$ cat config.mk
export PLATFORM = sky130hd
export DESIGN_NAME = prio_vic
export DESIGN_NICKNAME = d
export VERILOG_FILES = /design/src/rtl/prio_vic_pkg.sv /design/src/rtl/prio_vic_rank.sv /design/src/rtl/prio_vic_min.sv /design/src/rtl/prio_vic.sv
export SDC_FILE = /design/constraint.sdc
export NUM_CORES = 1
export LEC_CHECK = 0
export BUFFER_PORTS_ARGS = -buffer_cell sky130_fd_sc_hd__buf_2
export CORE_MARGIN = 2
export CORE_UTILIZATION = 40
export CTS_BUF_LIST = sky130_fd_sc_hd__clkbuf_4
export CTS_CLUSTER_SIZE = 10
export DETAILED_ROUTE_END_ITERATION = 6
export GPL_TIMING_DRIVEN = 0
export SETUP_SLACK_MARGIN = 0.02
export SYNTH_ARGS = -nofsm -noshare
export SYNTH_HDL_FRONTEND = slang
export SYNTH_SLANG_ARGS = --single-unit
$ cat constraint.sdc
create_clock -name clk_i -period 85.2 [get_ports clk_i]
set_input_delay 12.78 -clock clk_i [delete_from_list [all_inputs] [get_ports clk_i]]
set_output_delay 12.78 -clock clk_i [all_outputs]
set_load 0.03 [all_outputs]
$ cat src/rtl/prio_vic_pkg.sv
package prio_vic_pkg;
  localparam int N_SRC  = 24;
  localparam int N_LVL  = 8;
  localparam int SEL_W  = $clog2(N_SRC);
  localparam int VEC_W  = $clog2(N_SRC + 1);
  localparam int LVL_W  = $clog2(N_LVL);
  localparam int PAIR_A = 5;
  localparam int PAIR_B = 6;
  localparam int KEY_W  = 2 + SEL_W;

  typedef enum logic [1:0] {
    TIER_PROMO = 2'd0,
    TIER_PAIR  = 2'd1,
    TIER_FIXED = 2'd2
  } tier_e;

  typedef struct packed {
    tier_e            tier;
    logic [SEL_W-1:0] sub;
  } rank_key_t;
endpackage

$ cat src/rtl/prio_vic_rank.sv
module prio_vic_rank
  import prio_vic_pkg::*;
#(
  parameter int NS = N_SRC
) (
  input  logic             pair_swap_i,
  input  logic             pair_top_i,
  input  logic             promo_en_i,
  input  logic [SEL_W-1:0] promo_sel_i,
  output rank_key_t        key_o [NS]
);
  for (genvar g = 0; g < NS; g++) begin : g_key
    always_comb begin
      key_o[g].tier = TIER_FIXED;
      key_o[g].sub  = SEL_W'(g);
      if (promo_en_i && promo_sel_i == SEL_W'(g)) begin
        key_o[g].tier = TIER_PROMO;
        key_o[g].sub  = '0;
      end else if (g == PAIR_A || g == PAIR_B) begin
        // upper slot goes to A unless swapped
        if (pair_top_i) begin
          key_o[g].tier = TIER_PAIR;
          key_o[g].sub  = SEL_W'(((g == PAIR_B) != pair_swap_i) ? 1 : 0);
        end else begin
          key_o[g].sub  = SEL_W'(((g == PAIR_B) != pair_swap_i) ? PAIR_B : PAIR_A);
        end
      end
    end
  end
endmodule

$ cat src/rtl/prio_vic_min.sv
module prio_vic_min
  import prio_vic_pkg::*;
#(
  parameter int NS = N_SRC
) (
  input  logic [NS-1:0] req_i,
  input  rank_key_t     key_i [NS],
  output logic          any_o,
  output logic [SEL_W-1:0] idx_o,
  output rank_key_t     key_o
);
  always_comb begin
    any_o = 1'b0;
    idx_o = '0;
    key_o = '{tier: TIER_FIXED, sub: '1};
    for (int i = 0; i < NS; i++) begin
      if (req_i[i] && (!any_o || key_i[i] < key_o)) begin
        any_o = 1'b1;
        idx_o = SEL_W'(i);
        key_o = key_i[i];
      end
    end
  end
endmodule

$ cat src/rtl/prio_vic.sv
module prio_vic
  import prio_vic_pkg::*;
(
  input  logic               clk_i,
  input  logic               rst_ni,
  input  logic [N_SRC-1:0]   src_i,
  input  logic [N_SRC-1:0]   mask_i,
  input  logic [LVL_W-1:0]   level_i,
  input  logic               pair_swap_i,
  input  logic               pair_top_i,
  input  logic               promo_en_i,
  input  logic [SEL_W-1:0]   promo_sel_i,
  input  logic               iack_set_i,
  input  logic [N_SRC-1:0]   isr_clr_i,
  output logic [N_LVL-1:0]   irq_o,
  output logic               iack_o,
  output logic [VEC_W-1:0]   vec_o
);
  rank_key_t        key [N_SRC];
  logic [N_SRC-1:0] isr_q, elig;
  logic             isr_any, win_any, ack_ok;
  logic [SEL_W-1:0] isr_idx, win_idx;
  rank_key_t        isr_key, win_key;

  prio_vic_rank #(.NS(N_SRC)) u_rank (
    .pair_swap_i (pair_swap_i),
    .pair_top_i  (pair_top_i),
    .promo_en_i  (promo_en_i),
    .promo_sel_i (promo_sel_i),
    .key_o       (key)
  );

  // highest in-service rank sets the nesting threshold
  prio_vic_min #(.NS(N_SRC)) u_isr_min (
    .req_i (isr_q),
    .key_i (key),
    .any_o (isr_any),
    .idx_o (isr_idx),
    .key_o (isr_key)
  );

  for (genvar g = 0; g < N_SRC; g++) begin : g_elig
    assign elig[g] = src_i[g] & ~mask_i[g] & (~isr_any | (key[g] < isr_key));
  end

  prio_vic_min #(.NS(N_SRC)) u_win_min (
    .req_i (elig),
    .key_i (key),
    .any_o (win_any),
    .idx_o (win_idx),
    .key_o (win_key)
  );

  assign ack_ok = iack_set_i & ~iack_o;
  assign irq_o  = win_any ? (N_LVL'(1) << level_i) : '0;

  always_ff @(posedge clk_i or negedge rst_ni) begin
    if (!rst_ni) begin
      iack_o <= 1'b0;
      vec_o  <= '0;
      isr_q  <= '0;
    end else begin
      iack_o <= ack_ok;
      if (ack_ok) vec_o <= win_any ? VEC_W'(win_idx) + VEC_W'(1) : '0;
      isr_q <= (isr_q & ~isr_clr_i) |
               ((ack_ok && win_any) ? (N_SRC'(1) << win_idx) : '0);
    end
  end
endmodule

==> run_results.csv <==
group,metric,value,unit
status,outcome,"completed",
die,chipWidth,185,um
die,num_rows,66,
global_route,gr-total-overflow,0,
synth,async_reset_ff_share,100,%
timing,skew,0.0198,ns
timing,fin_crit,81.65,ns
route,post-route-drc-count,0,
hold_path,min_from,"vec_o[0]$_DFFE_PN0P_",
setup_path,critical_path_class,"in -> reg",
route,via_count,15397,
route,drtPass1Iterations,6,
cts,cts_root_buf,"clkbuf_4",
place,dp_cells,2338,
synth,synth_top_area_cell,"ha_1",
setup_path,cp.arrival,81.98,ns
setup_path,cp.required,85.53,ns
flow_run,max_cap_violations,0,
global_route,grt_use_met2,47.3,%
synth,syn_inst,1798,
synth,synth_top_flop_cell,"dfrtp_1",
global_route,grt_max_degree,31,
setup_path,cp_slowest_cell,"or4_1",
cts,htreeDepth,2,
setup_path,cp-start-kind,"primary input",
route,drt_iter0_drc,1381,
route,wire_per_inst,20.9,um
timing,relSlewSlack,24.9,%
cts,clk_pin_slew,0.14,ns
global_route,grt_pass1_wl,77400,um
global_route,grt-busiest-layer,"met2",
cells_and_area,multiInputGateArea,12600,um2
synth,synth.net_count,2085,
die,dieArea,34100,um2
die,coreArea,32400,um2
cells_and_area,syn_to_final_growth,19.1,%
global_route,track_usage,28.2,%
global_route,use_met1,37.8,%
timing,hold_violations,0,
cells_and_area,ff_latch_area,751,um2
synth,synth.cell_area,13100,um2
timing,setup_tns,0,ns
die,num_io_pins,100,
synth,ys_ff_latch,30,
synth,synth_seq_area_share,5.74,%
synth,synth_edf_count,0,
timing,setup_viol,0,
synth,avgSynthCellArea,7.27,um2
setup_path,cp_max_fo,12,
global_route,met3_usage,2.77,%
timing,tightest_slew,1.12,ns
timing,min_period_over_period,95.8,%
place,io_buffer_count,98,
place,dpl.hpwl,39600,um
cells_and_area,antenna_cells,0,
timing,drv_slew,0,
setup_path,startpoint,"promo_sel_i[1]",
setup_path,cpMostUsedCell,"ha_1",
global_route,grt_pass1_vias,14260,
route,totalWireLength,50200,um
synth,netlist-cell-type-count,124,
die,die_h,185,um
cts,cts_buffers,5,
cells_and_area,drive_gt1_share,22.4,%
route,viasPerCell,6.39,
cells_and_area,layout.nets,2253,
cts,cts_sinks,30,
cells_and_area,instances_no_fill,2409,
setup_path,endpoint_kind,"flip-flop",
setup_path,crit_path_max_incr_delay,0.57,ns
route,ant_nets,0,
place,gp_routability_congestion,0.961,
cells_and_area,fillers,3350,
synth,netlist_top_cells_area,"ha_1, dfrtp_1, nand2_1, nor2_1, a21oi_1",
hold_path,hold_class,"reg -> reg",
cts,clock_latency,0.42,ns
setup_path,r2r_start,"isr_q[0]$_DFF_PN0_",
cts,cts_tree,"yes",
die,start_util,40.4,%
global_route,antenna_found_initial,0,
timing,max_clock_freq,0.0122,GHz
synth,ys_warn_count,0,
synth,synth_top_cell_area_share,19.2,%
cts,postCtsHoldBufs,0,
cts,cts_buffer_depth,2,
## per-stage QoR
step	instance area, um2	utilization (%)	hold slack [ns]	worst slack (ns)
finish	15600	48.1	0.501	3.55
global route	15600	48.1	0.540	-0.409
floorplan	13100	-	0.477	7.14
detailed placement	14100	43.6	0.468	-6.35
global placement	14100	43.6	0.471	-6.01
CTS	14600	45.0	0.500	0.0283
## layout by cell type (no fill, tap or decap), drive strengths merged, types with 33 or more instances in the layout
cell type,instances
o21ai,128
a21oi,125
inv,116
ha,201
nand2,175
nor3,40
a31oi,43
a211oi,33
buf,175
nand3,63
nor2,161
o211ai,36
a21o,41
nand2b,43
o21a,37
## logic make-up after synthesis
group           count (synthesis)  synth area share [%]
fa+ha+maj                     201                  19.2
mux                            39                  3.31
simple gates                  687                  27.1
xor+xnor                        1                0.0670
compound gates                690                  39.8
buf+inv                       150                  4.69
flops                          30                  5.74
## area by class of cell
| cell class | count | area share, % |
|---|---|---|
| clock buffer | 5 | 0.241 |
| sequential | 30 | 4.82 |
| inverter | 116 | 2.80 |
| tap | 442 | 3.55 |
| multi-input combinational | 1619 | 80.7 |
| clock inverter | 3 | 0.257 |
| buffer | 32 | 1.19 |
| timing repair buffer | 162 | 6.40 |
## synth_stat cells, drive strengths merged, types with 11 or more instances
cell type  number
o21ai         128
o21a           37
or3            20
ha            201
o211ai         36
nor2          161
a31oi          43
nor3           40
a21oi         125
and2           29
dfrtp          30
nor3b          15
buf            15
o32ai          20
nand2         174
or2            24
clkbuf         19
nand3b         14
nand3          63
o22ai          15
nor4           13
a21o           41
nor2b          28
a31o           16
a211oi         33
a21boi         13
and3           17
nand2b         43
o31ai          18
nand4          11
mux2i          11
inv           116
mux2           28
## sequential cells by signal, indices dropped and copies added, names as in the netlist
name / flops
vec_o: 5
isr_q: 24
iack_o: 1
## what timing repair did
item,in CTS,in global routing
cloned,0,1
endpoints found under the setup margin,29,29
gates resized for setup,58,136
pin swaps,4,54
setup buffers,8,56
## worst paths after layout
kind                                             end  slack, ns  cells after the start
worst min register to register  vec_o[0]$_DFFE_PN0P_       0.50                      2
min in group asynchronous       vec_o[1]$_DFFE_PN0P_      12.44                      1
max in group asynchronous         isr_q[5]$_DFF_PN0_      72.21                      1
worst min-delay path            vec_o[0]$_DFFE_PN0P_       0.50                      2
worst max-delay path             isr_q[15]$_DFF_PN0_       3.55                    337
worst max register to register   isr_q[15]$_DFF_PN0_      16.15                    332
## worst max-delay path, delay by kind of cell
kind / cells / cell delay (ns)
AO/OA/AOI/OAI: 155 / 30.52
AND/OR/NAND/NOR: 95 / 16.87
buffers and inverters: 24 / 3.23
multiplexers: 15 / 5.39
adder cells (fa/ha/maj): 48 / 13.05
## per-layer routing
layer | wire [um] | vias up
li1 | - | 7343
met1 | 22200 | 7334
met2 | 23100 | 608
met3 | 3010 | 112
met4 | 1940 | 0
met5 | 0 | -
Power is left out: the tool's default activity adds up to more than one toggle a clock period on the data nets, which glitch-free logic cannot reach.
